<file path="src/rtl/psa_pkg.sv">
package psa_pkg;
  // Strobes passed from the handshake control to the datapath
  typedef struct packed {
    logic load;   // capture a new request into the output register
    logic drop;   // write retired with no replacement
  } psaStrobe_t;
endpackage

</file>
<file path="src/rtl/psa_ctrl.sv">
module psa_ctrl
  import psa_pkg::*;
(
  input  logic       clk,
  input  logic       rstN,
  input  logic       reqValid,
  input  logic       memReady,
  output logic       reqReady,
  output logic       memValid,
  output psaStrobe_t strobe
);
  logic validQ;

  always_comb begin
    reqReady     = !validQ || memReady;
    strobe.load  = reqValid && reqReady;
    strobe.drop  = validQ && memReady && !strobe.load;
  end

  always_ff @(posedge clk) begin
    if (!rstN)            validQ <= 1'b0;
    else if (strobe.load) validQ <= 1'b1;
    else if (strobe.drop) validQ <= 1'b0;
  end

  assign memValid = validQ;
endmodule

</file>
<file path="src/rtl/psa_datapath.sv">
module psa_datapath
  import psa_pkg::*;
#(
  parameter int ADDR_W = 32,
  parameter int DATA_W = 32
) (
  input  logic                clk,
  input  logic                rstN,
  input  psaStrobe_t          strobe,
  input  logic [ADDR_W-1:0]   reqAddr,
  input  logic [DATA_W-1:0]   reqData,
  input  logic                reqEndMode,
  output logic [ADDR_W-1:0]   memAddr,
  output logic [DATA_W/8-1:0] memByteEn,
  output logic [DATA_W-1:0]   memData,
  output logic                memProbeOnly
);
  localparam int LANES = DATA_W / 8;
  localparam int OFF_W = $clog2(LANES);

  logic [OFF_W-1:0]  offset;
  logic [LANES-1:0]  nextEn;
  logic [DATA_W-1:0] nextData;
  logic              nextProbe;

  assign offset    = reqAddr[OFF_W-1:0];
  assign nextProbe = reqEndMode && (offset == '0);

  // Lane k is the k-th byte from the lowest address; it lives in the
  // most significant byte position first (big-endian).
  for (genvar k = 0; k < LANES; k++) begin : g_lane
    logic laneOn;
    assign laneOn = reqEndMode ? (OFF_W'(k) < offset) : (OFF_W'(k) >= offset);
    assign nextEn[LANES-1-k] = laneOn;
    assign nextData[(LANES-1-k)*8 +: 8] = laneOn ? reqData[(LANES-1-k)*8 +: 8] : 8'h00;
  end

  always_ff @(posedge clk) begin
    if (!rstN) begin
      memAddr      <= '0;
      memByteEn    <= '0;
      memData      <= '0;
      memProbeOnly <= 1'b0;
    end else if (strobe.load) begin
      memAddr      <= {reqAddr[ADDR_W-1:OFF_W], {OFF_W{1'b0}}};
      memByteEn    <= nextEn;
      memData      <= nextData;
      memProbeOnly <= nextProbe;
    end
  end
endmodule

</file>
<file path="src/rtl/partial_store_aligner.sv">
module partial_store_aligner
  import psa_pkg::*;
#(
  parameter int ADDR_W = 32,
  parameter int DATA_W = 32
) (
  input  logic                clk,
  input  logic                rstN,
  input  logic                reqValid,
  output logic                reqReady,
  input  logic [ADDR_W-1:0]   reqAddr,
  input  logic [DATA_W-1:0]   reqData,
  input  logic                reqEndMode,
  output logic                memValid,
  input  logic                memReady,
  output logic [ADDR_W-1:0]   memAddr,
  output logic [DATA_W/8-1:0] memByteEn,
  output logic [DATA_W-1:0]   memData,
  output logic                memProbeOnly
);
  psaStrobe_t strobe;

  psa_ctrl u_ctrl (
    .clk      (clk),
    .rstN     (rstN),
    .reqValid (reqValid),
    .memReady (memReady),
    .reqReady (reqReady),
    .memValid (memValid),
    .strobe   (strobe)
  );

  psa_datapath #(.ADDR_W(ADDR_W), .DATA_W(DATA_W)) u_dp (
    .clk          (clk),
    .rstN         (rstN),
    .strobe       (strobe),
    .reqAddr      (reqAddr),
    .reqData      (reqData),
    .reqEndMode   (reqEndMode),
    .memAddr      (memAddr),
    .memByteEn    (memByteEn),
    .memData      (memData),
    .memProbeOnly (memProbeOnly)
  );
endmodule

</file>
<file path="config.mk">
export PLATFORM = sky130hd
export DESIGN_NAME = partial_store_aligner
export DESIGN_NICKNAME = d
export VERILOG_FILES = /design/src/rtl/psa_pkg.sv /design/src/rtl/psa_ctrl.sv /design/src/rtl/psa_datapath.sv /design/src/rtl/partial_store_aligner.sv
export SDC_FILE = /design/constraint.sdc
export NUM_CORES = 1
export LEC_CHECK = 0
export ABC_AREA = 1
export BUFFER_PORTS_ARGS = -buffer_cell sky130_fd_sc_hd__buf_2
export CORE_UTILIZATION = 31
export DETAILED_ROUTE_END_ITERATION = 7
export SLEW_MARGIN = 10
export SYNTH_ARGS = -nofsm -noshare
export SYNTH_HDL_FRONTEND = slang
export SYNTH_SLANG_ARGS = --single-unit
</file>
<file path="constraint.sdc">
create_clock -name clk -period 1.1 [get_ports clk]
set_input_delay 0 -clock clk [delete_from_list [all_inputs] [get_ports clk]]
set_output_delay 0 -clock clk [all_outputs]
set_load 0.02 [all_outputs]
</file>
### After elaboration in Yosys (flattened, before gate mapping)

Index checks and enable logic that the tools add are counted.

* $lt $le $gt $ge: 8
* muxes and demuxes: 10
* reduce and logical (&&, ||, !) cells: 9

Operators by type and width (number)
* 8-bit 2-to-1 mux: 4
* 1-bit 2-to-1 mux: 6
* 1-bit by 2-bit >= comparator with 1-bit output, first input constant: 2
* 2-bit >= comparator, first input constant: 2
* 1-bit logical AND: 4
* 1-bit by 2-bit < comparator with 1-bit output, first input constant: 2
* 2-bit < comparator, first input constant: 2
* 1-bit logical NOT: 2
* 2-bit logical NOT: 1
* 2-bit nonzero test: 1
* 1-bit logical OR: 1

* flip-flop bits (word level): 68
* bits of input ports: 69
* word-level logic and storage cells: 32

### Logic depth before layout (Yosys ltp)

Gate-level depths: netlist of the first run.

* depth after elaboration: 7
* mapped depth: 8
* mapped depth without buffers: 7

### Hierarchy

From an unflattened synthesis of the first run, not the netlist that was laid out.

* cells, all modules: 314
* area, all modules: 2517.4 µm²

Modules (own cells, without submodules)
* psa_datapath: instances 1, cells an instance 305, area each 2458.6 µm², sequential area each 1341.3 µm²
* psa_ctrl: instances 1, cells an instance 9, area each 58.8 µm², sequential area each 20.0 µm²

### Worst setup path after synthesis of the first run

OpenSTA, ideal clock, no wires.

* path kind: flip-flop to flip-flop
* start point: reg u_ctrl.validQ (netlist: u_ctrl.memValid)
* end point: reg u_dp.memData[10]
* library setup time: 0.065 ns
* arrival time: 1.171 ns
* required time: 1.035 ns
* slack: -0.136 ns
* stages on the path, launching flop included: 8
* buffers on the path: 1
* period minus slack after synthesis: 1.236 ns
* cell sequence: dfxtp_1 -> nand2_2 -> nand2_4 -> inv_1 -> buf_2 -> nor2_1 -> nor2_1 -> nor2_1

* word-level cells in the longest chain between the ends: 3

RTL lines
* start: declaration: RTL line psa_ctrl.sv:12 `logic validQ;`
* start signal: assignment: RTL line psa_ctrl.sv:21 `if (!rstN) validQ <= 1'b0;`
* start signal: assignment: RTL line psa_ctrl.sv:22 `else if (strobe.load) validQ <= 1'b1;`
* start signal: assignment: RTL line psa_ctrl.sv:23 `else if (strobe.drop) validQ <= 1'b0;`
* 1-bit logical NOT: RTL line psa_ctrl.sv:15 `reqReady = !validQ || memReady;`
* 1-bit logical OR: RTL line psa_ctrl.sv:15
* via reqReady: RTL line partial_store_aligner.sv:10 `output logic reqReady,`
* 1-bit logical AND: RTL line psa_ctrl.sv:16 `strobe.load = reqValid && reqReady;`
* end signal: assignment: RTL line psa_datapath.sv:47 `memData <= nextData;`
* end: declaration: RTL line psa_datapath.sv:15 `output logic [DATA_W-1:0] memData,`

The timed path passes the listed nets, and every way through them passes these cells.
A chain may end at the register's enable or synchronous reset.

### Worst setup path in the final report of the first run

* start point: reg u_ctrl.validQ (netlist: u_ctrl.memValid)
* end point: reg u_dp.memData[0]

* word-level cells in the longest chain between the ends: 3

RTL lines (RTL line)
* 1-bit logical NOT: psa_ctrl.sv:15
* 1-bit logical OR: psa_ctrl.sv:15
* 1-bit logical AND: psa_ctrl.sv:16

Every way passes these cells.

==> results of run 1 <==
[placed cells by master (no fill, tap or decap)]
cell type and instances:
buf_2 136, nor2_1 92, dfxtp_1 67, dlygate4sd3_1 56, nand2_1 53, o21ai_0 30, a21oi_1 20, inv_1 13
clkbuf_8 10, a21oi_2 9, nand3_1 9, buf_4 5, buf_12 5, nor2_2 4, nand2_2 3, nor2_4 3
bufinv_16 3, nor2_8 2, inv_2 2, conb_1 2, nand2_4 1, nand2_8 1, inv_6 1, o21ai_1 1
nand3_2 1, ha_1 1, clkinv_4 1, clkinvlp_4 1, clkinv_2 1, bufbuf_16 1, buf_16 1, dfxtp_2 1
[kinds of logic after synthesis]
kind of cell / Yosys count / synth area share, %
AO/OA/AOI/OAI: 60 / 11.7
adder cells (fa/ha/maj): 1 / 0.487
buffers and inverters: 35 / 7.40
AND/OR/NAND/NOR: 167 / 27.3
flip-flops: 68 / 53.0
other: 1 / 0.146
[worst min-delay path: cells and delay by family]
kind	cells	cell delay [ps]
buf+inv	1	100
simple gates	4	230
[per-layer routing]
metal	routed length, µm	vias to the layer above	track usage, %
li1	-	1442	-
met2	3510	101	30.3
met5	0	-	0
met1	3270	1182	19.5
met4	80	0	4.62
met3	559	9	7.48
[sequential cells by signal, indices dropped and copies added, names as in the netlist]
| register | cells |
|---|---|
| u_dp.memProbeOnly | 1 |
| u_dp.memByteEn | 4 |
| u_ctrl.memValid | 1 |
| u_dp.memData | 32 |
| u_dp.memAddr | 30 |
[final timing paths]
check                                         to  cells past startpoint
worst min-delay path            u_dp.memData[12]                      5
worst max-delay path             u_dp.memData[0]                      5
worst min register to register   u_dp.memData[1]                      2
worst max register to register   u_dp.memData[0]                      5
[cell type report]
| class | count | area (µm²) | share of cell area, % |
|---|---|---|---|
| inverter | 16 | 65.1 | 1.50 |
| tap | 102 | 128 | 2.94 |
| timing repair buffer | 204 | 1440 | 33.1 |
| clock buffer | 10 | 138 | 3.17 |
| clock inverter | 6 | 111 | 2.56 |
| multi-input combinational | 232 | 1100 | 25.4 |
| sequential | 68 | 1360 | 31.4 |
[through the flow]
stage / setup TNS (ps) / instance area (µm²) / hold WS (ps) / setup WS (ps)
global route: -1370 / 4350 / 32.6 / -64.2
global placement: -37.3 / 3370 / 248 / -12.6
detailed placement: -420 / 3370 / 254 / -64.8
finish: 0 / 4350 / 25.6 / 13.0
CTS: -9.26 / 4290 / 3.41 / -4.03
floorplan: 0 / 2580 / 136 / 0.708
[power breakdown]
part	switching, mW	total, mW	internal (mW)
logic	0.651	1.20	0.546
clock network	0.952	2.52	1.57
registers	0.0757	2.69	2.62
[what timing repair did]
| item | CTS | global route |
|---|---|---|
| buffers inserted | 1 | 0 |
| setup endpoints to repair | 34 | 42 |
| hold buffers | 56 | 0 |
| resized for setup | 10 | 13 |
| pin swaps | 3 | 3 |
| cloned | 3 | 1 |
| hold endpoints to repair | 63 | 0 |
==> results.toml, run 1 <==
[status]
status = "finished clean"

[setup_path]
reg2reg_slack_ps = 10
crit_path_max_fanout = 10
crit_family = "flip-flops"
setup.worst_path.start = "u_ctrl.memValid"
cp.required_ps = 1370
max_stage_delay_ps = 360
start_kind = "flop"
path_cells = "nand2_4 -> nand2_8 -> bufbuf_16 -> nand2_1 -> a21oi_2"
crit_arrival_ps = 1360
path_buf_inv = 1
worst_path_max_delay_cell = "dfxtp_2"
reg2reg_from = "u_ctrl.memValid"
crit_type = "flop to flop"
cp-end-kind = "flop"

[placed_design]
gp_congestion = 0.718
dp_cells = 561
numPortBuffers = 137
dpl.hpwl_mm = 4.60

[floorplanning]
die_h_um = 93.1
core_area_um2 = 7890
ios = 140
die_x_um = 93.1
die_area_um2 = 8660
num_rows = 32
start_util_pct = 32.6

[layout]
insertedDiodeCount = 0
nNetsFinal = 601
final_cell_count_no_fill = 638
areaGrowthSynthToFinish_pct = 69.1
drive_above_1_share_pct = 35.8
postLayoutCoreUtil_pct = 55.1
fillers = 746

[sta]
rsz0062_at_grt = "true"
finalSetupViolations = 0
clock_skew_ps = 6.74
period_share_pct = 98.8
hold_viol_final = 0
drv_slew = 0
fmax_ghz = 0.920
fin_crit_ps = 1090

[global_routing]
overflow = 0
grt_max_degree = 42
first_global_vias = 2630
antenna_found_initial = 0
track_usage_pct = 17.5
grt_pass1_wl_mm = 11.8

[yosys]
yosysTopAreaCell = "dfxtp_1"
syn_inst = 332
synth_top_area_share_pct = 53.0
synthTopCellsByCount = "nor2_1 (96), dfxtp_1 (68), nand2_1 (53)"
async_flop_share_pct = 0
yosysSeqAreaShare_pct = 53.0
synth_edf_count = 0
synth_area_um2 = 2570
ys_ff_latch = 68
yosys.cell_count.top_type = "nor2_1"
synth_cell_types = 21
yosys-top-cells-area = "dfxtp_1 (53%), nor2_1 (14%), nand2_1 (7.7%)"
synth_ff_type = "dfxtp_1"
yosysWarningCount = 0
syn_area_per_cell_um2 = 7.74

[power]
p_leak_nw = 2.08
p_total_mw = 6.41
peakVddDrop_mv = 1.06
p_per_area_nw_per_um2 = 1470

[clocking]
cts_root_buf = "clkbuf_8"
clkLatencyLatePin_ps = 340
cts.htree.levels = 3
numCtsBuffers = 9
clk_pin_slew_ps = 70
cts_tree = "built"
clockBufferDepth = 2
clock_sinks = 68

[route]
drt_iter0_markers = 73
vias_per_cell = 4.29
drt_pre_antenna_iters = 4
wl_per_cell_um = 11.6
ant_nets = 0
wl_mm = 7.42
drc = 0
num_vias = 2734

[worst_hold_path]
hold_start = "reqData[12]"
hold_class = "input pin to flop"

[job]
max-cap-violations = 0
Note: power is estimated with default switching activity, not from simulation.
==> inputs of run 2 (changes only) <==
--- a/config.mk
+++ b/config.mk
@@ -12,4 +12,5 @@
 export SLEW_MARGIN = 10
 export SYNTH_ARGS = -nofsm -noshare
 export SYNTH_HDL_FRONTEND = slang
+export SYNTH_HIERARCHICAL = 1
 export SYNTH_SLANG_ARGS = --single-unit
==> constraint.sdc (replaced) <==
create_clock -name clk -period 1.1 [get_ports clk]
set_input_delay 0 -clock clk [delete_from_list [all_inputs] [get_ports clk]]
set_output_delay 0 -clock clk [all_outputs]
set_load 0.1 [all_outputs]
==> run 2 against run 1 <==
The run now ends with setup timing left. Die area fell by 2.3%. Cell area rose by 6.2%. Sequential power rose by 1%. Hold slack improved by 25 ps. Combinational power rose by 87%. Clock skew fell by 1.9 ps. Area after synthesis fell by 2.3%. Critical endpoint is now u_dp/memData[17]. Via count rose by 5.2%. Largest cell class unchanged. Clock power fell by 3%. Sequential share of layout area barely moved. Non-clock buffer count rose by 11. Global-route usage rose by 2.1 points. Largest power group unchanged.
==> results.toml, run 2 <==
[status]
status = "complete, but fails checks"
violations = "setup timing"

[placed_design]
pre_cts_ws_ps = -22.3
dpl.hpwl_mm = 4.89
place_area_um2 = 3470
dp_cells = 542
gp_congestion = 0.703
numPortBuffers = 137

[sta]
layout_setup_ws_ps = -56.7
rsz0062_at_grt = "true"
clock_skew_ps = 4.80
drv_slew = 0
finalSetupViolations = 23
fmax_ghz = 0.865
whs_ps = 50.8
hold_viol_final = 0
period_share_pct = 105
fin_crit_ps = 1160

[power]
p_int_mw = 4.75
p_leak_nw = 2.08
p_comb_share_pct = 30.2
clkPwrFrac_pct = 32.9
p_per_area_nw_per_um2 = 1600
seqPwrFrac_pct = 36.9
net-switching-power_mw = 2.65
peakVddDrop_mv = 0.974
p_total_mw = 7.40
swShare_pct = 35.8

[layout]
nNetsFinal = 587
drive_above_1_share_pct = 50.0
layout_commonest_cell = "buf_2"
insertedDiodeCount = 0
seqCellArea_um2 = 1450
final_cell_count_no_fill = 624
top_regs = "u_dp/memData (32), u_dp/memAddr (30), u_dp/memByteEn (4)"
fillers = 686
regMostFlops = "u_dp/memData"
largest_reg_flops = 32
multi_input_area_um2 = 1040
areaGrowthSynthToFinish_pct = 83.9
design_area_um2 = 4620
final_cell_mix = "buf_2 (68), dfxtp_2 (67), dlygate4sd3_1 (63), nor2_1 (61), buf_4 (56)"

[clocking]
cts.htree.levels = 3
cts_root_buf = "clkbuf_8"
clockBufferDepth = 2
clk_pin_slew_ps = 70
clock_sinks = 68
clkLatencyLatePin_ps = 340
numCtsBuffers = 9
cts_tree = "built"

[yosys]
yosysWarningCount = 6
syn_area_per_cell_um2 = 8.04
synth_area_um2 = 2510
syn_inst = 312

[route]
drt_iter0_markers = 103
vias_per_cell = 4.61
wl_per_cell_um = 13.3
drt_pre_antenna_iters = 5
num_vias = 2877
wl_mm = 8.29
drc = 0
ant_nets = 0

[global_routing]
track_usage_pct = 19.6
grt_max_degree = 32
overflow = 0
first_global_vias = 2768
grt_pass1_wl_mm = 12.9
antenna_found_initial = 0

[floorplanning]
die_x_um = 92.0
die_area_um2 = 8460
core_area_um2 = 7770
num_rows = 32
die_h_um = 92.0
start_util_pct = 32.3
ios = 140

[worst_hold_path]
hold_class = "input pin to flop"
hold_start = "rstN"

[setup_path]
cp.required_ps = 1360
start_kind = "flop"
crit_path_max_fanout = 7
crit_arrival_ps = 1420
crit_type = "flop to flop"
cp-end-kind = "flop"
reg2reg_from = "u_ctrl/memValid"
setup.worst_path.start = "u_ctrl/memValid"

[job]
max-cap-violations = 0
==> run 2: cell type report <==
cell class | count | area share, %
repair buffers | 215 | 37.3
flip-flops and latches | 68 | 31.4
multi-input cells | 215 | 22.6
clock buffers | 11 | 3.52
well taps | 102 | 2.76
clock inverters | 5 | 1.76
inverters | 8 | 0.705
==> run 2: repair_timing <==
action,in CTS,in global routing
hold buffers,63,0
cloned,0,2
pin swaps,1,9
setup endpoints to repair,65,79
buffers inserted,1,0
endpoints found under the hold margin,63,0
gates resized for setup,50,57
==> run 2: power by group through the flow <==
stage,clock (mW),combinational (mW),sequential (mW)
6_report,2.44,2.24,2.73
5_1_grt,2.62,2.34,2.75
3_3_place_gp,0,1.90,2.76
2_1_floorplan,0,0.399,3.88
3_5_place_dp,0,1.91,2.77
4_1_cts,2.48,2.15,2.72
==> run 2: routing by layer <==
| metal | share of wire [%] | vias up | global-route usage (%) |
|---|---|---|---|
| met5 | 0 | - | 0 |
| li1 | - | 1428 | - |
| met3 | 8.3 | 21 | 7.88 |
| met1 | 41 | 1300 | 22.9 |
| met2 | 48 | 128 | 31.3 |
| met4 | 2.3 | 0 | 8.72 |
==> run 2: final timing paths <==
| path | cells past startpoint | end | slack, ps |
|---|---|---|---|
| max | 5 | u_dp/memData[17] | -60 |
| min | 3 | u_ctrl/memValid | 50 |
| max reg2reg | 5 | u_dp/memData[17] | -60 |
| min reg2reg | 2 | u_dp/memData[21] | 460 |
==> run 2: metrics by stage <==
stage | utilization (%) | setup TNS (ps)
2_1_floorplan | - | -7830
3_3_place_gp | 44.7 | 0
3_5_place_dp | 44.7 | -46.5
4_1_cts | 57.7 | -151
5_1_grt | 59.4 | -4820
6_report | 59.4 | -324
==> run 2: critical path, stage by stage (launching register included) <==
cell and delay, ps:
dfxtp_4 350, a21oi_4 200, inv_4 100, nor2_2 200, nand2_1 70, a21oi_1 150
==> inputs of run 3 (changes only) <==
==> constraint.sdc (replaced) <==
create_clock -name clk -period 1.1 [get_ports clk]
set_input_delay 0.055 -clock clk [delete_from_list [all_inputs] [get_ports clk]]
set_output_delay 0.055 -clock clk [all_outputs]
set_load 0.1 [all_outputs]
==> run 3 against run 2 <==
The run still ends with setup timing left. Global-route usage up 0.72 points. Sequential share of layout area is 2.1 points lower. First-iteration DRC count is 5.8% lower. Cell area is 7.1% higher. Combinational power rose by 6%. Count of clock-buffer cells in the layout is 1 lower.
==> results.toml, run 3 (synthesized netlist as in run 2, its figures left out) <==
[global_routing]
grt_max_degree = 25
first_global_vias = 2918
grt_pass1_wl_mm = 13.5
overflow = 0
track_usage_pct = 20.3
antenna_found_initial = 0

[sta]
drv_slew = 0
fin_crit_ps = 1160
fmax_ghz = 0.861
clock_skew_ps = 4.10
finalSetupViolations = 63
period_share_pct = 106
rsz0062_at_grt = "true"
hold_viol_final = 0
whs_ps = 50.1
final.setup.tns_ps = -2000
layout_setup_ws_ps = -61.7

[job]
max-cap-violations = 0

[status]
violations = "setup timing"
status = "complete, but fails checks"

[power]
p_total_mw = 6.98
p_per_area_nw_per_um2 = 1410
peakVddDrop_mv = 1.01
p_leak_nw = 2.15

[setup_path]
reg2reg_from = "u_ctrl/memValid"
cp.required_ps = 1330
start_kind = "flop"
setup.worst_path.start = "u_ctrl/memValid"
cp-end-kind = "flop"
crit_arrival_ps = 1400
crit_path_max_fanout = 15
crit_type = "flop to flop"

[route]
wl_per_cell_um = 13.3
ant_nets = 0
drt_iter0_markers = 97
vias_per_cell = 4.57
wl_mm = 8.29
num_vias = 2850
drc = 0
drt_pre_antenna_iters = 4

[clocking]
cts_root_buf = "clkbuf_8"
cts.htree.levels = 3
cts_tree = "built"
clockBufferDepth = 2
clkLatencyLatePin_ps = 340
clk_pin_slew_ps = 80
numCtsBuffers = 9
clock_sinks = 68

[layout]
final_cell_mix = "buf_2 (68), dfxtp_2 (67), dlygate4sd3_1 (62), nor2_1 (62), nand2_1 (48)"
drive_above_1_share_pct = 48.8
design_area_um2 = 4940
nNetsFinal = 586
insertedDiodeCount = 0
largest_reg_flops = 32
areaGrowthSynthToFinish_pct = 96.9
top_regs = "u_dp/memData (32), u_dp/memAddr (30), u_dp/memByteEn (4)"
layout_commonest_cell = "buf_2"
regMostFlops = "u_dp/memData"

[floorplanning]
start_util_pct = 32.3
core_area_um2 = 7770
num_rows = 32
die_area_um2 = 8460
ios = 140
die_x_um = 92.0
die_h_um = 92.0

[placed_design]
gp_congestion = 0.716
dpl.hpwl_mm = 5.22
numPortBuffers = 137
place_area_um2 = 3990

[worst_hold_path]
hold_start = "reqValid"
hold_class = "input pin to flop"
==> run 3: cell count changes in the layout (fill, tap and decap cells not counted), sizes merged <==
cell,delta
clkinvlp,+3
bufinv,-2
clkbuf,-19
buf,+18
dlygate4sd3,-1
==> run 3: stage by stage <==
step	instances	worst slack (ps)	utilization [%]
after floorplan	313	-132	-
after global placement	543	-34.4	51.4
after detailed placement	543	-82.3	51.4
after CTS	623	-73.4	63.5
after global routing	623	-140	63.6
final	623	-61.7	63.6
==> run 3: report_power, final <==
part           total (mW)  switching [mW]  leakage (nW)  internal, mW
clock network        1.84           0.968        0.0803         0.869
registers            2.76           0.119         0.585          2.64
logic                2.38            1.59          1.48         0.789
total                6.98            2.67          2.15          4.30
==> run 3: final timing paths <==
check | to | slack, ps | depth (start not counted)
max | u_dp/memAddr[28] | -60 | 5
min | u_ctrl/memValid | 50 | 3
max reg2reg | u_dp/memAddr[28] | -60 | 5
min reg2reg | u_dp/memData[22] | 470 | 2
==> run 3: final cells by class <==
type                            count  area (µm²)
Multi-Input combinational cell    215        1020
Fill cell                         638        2830
Clock inverter                      6        40.0
Tap cell                          102         128
Inverter                            8        32.5
Timing Repair Buffer              214        2130
Sequential cell                    68        1450
Clock buffer                       10         138
==> run 3: layer usage <==
metal / share of wire (%) / track usage [%] / vias up / wire, µm
met3: 7.8 / 5.97 / 17 / 651
met1: 43 / 23.9 / 1287 / 3570
met5: 0 / 0 / - / 0
li1: - / - / 1429 / -
met4: 2.0 / 9.51 / 0 / 166
met2: 47 / 33.7 / 117 / 3900
==> run 3: worst max-delay path, cell delays in order (launching register included) <==
cell	delay, ps
dfxtp_4	360
a21oi_4	230
inv_4	130
buf_6	180
nor2_1	110
nor2_1	60
==> run 3: timing repair <==
action                                  in CTS  in global routing
resized for setup                           43                  3
endpoints found under the setup margin      95                 68
setup buffers                                1                  0
cloned                                       1                  0
pin swaps                                    4                  1
hold buffers                                62                  0
hold endpoints to repair                    62                  0
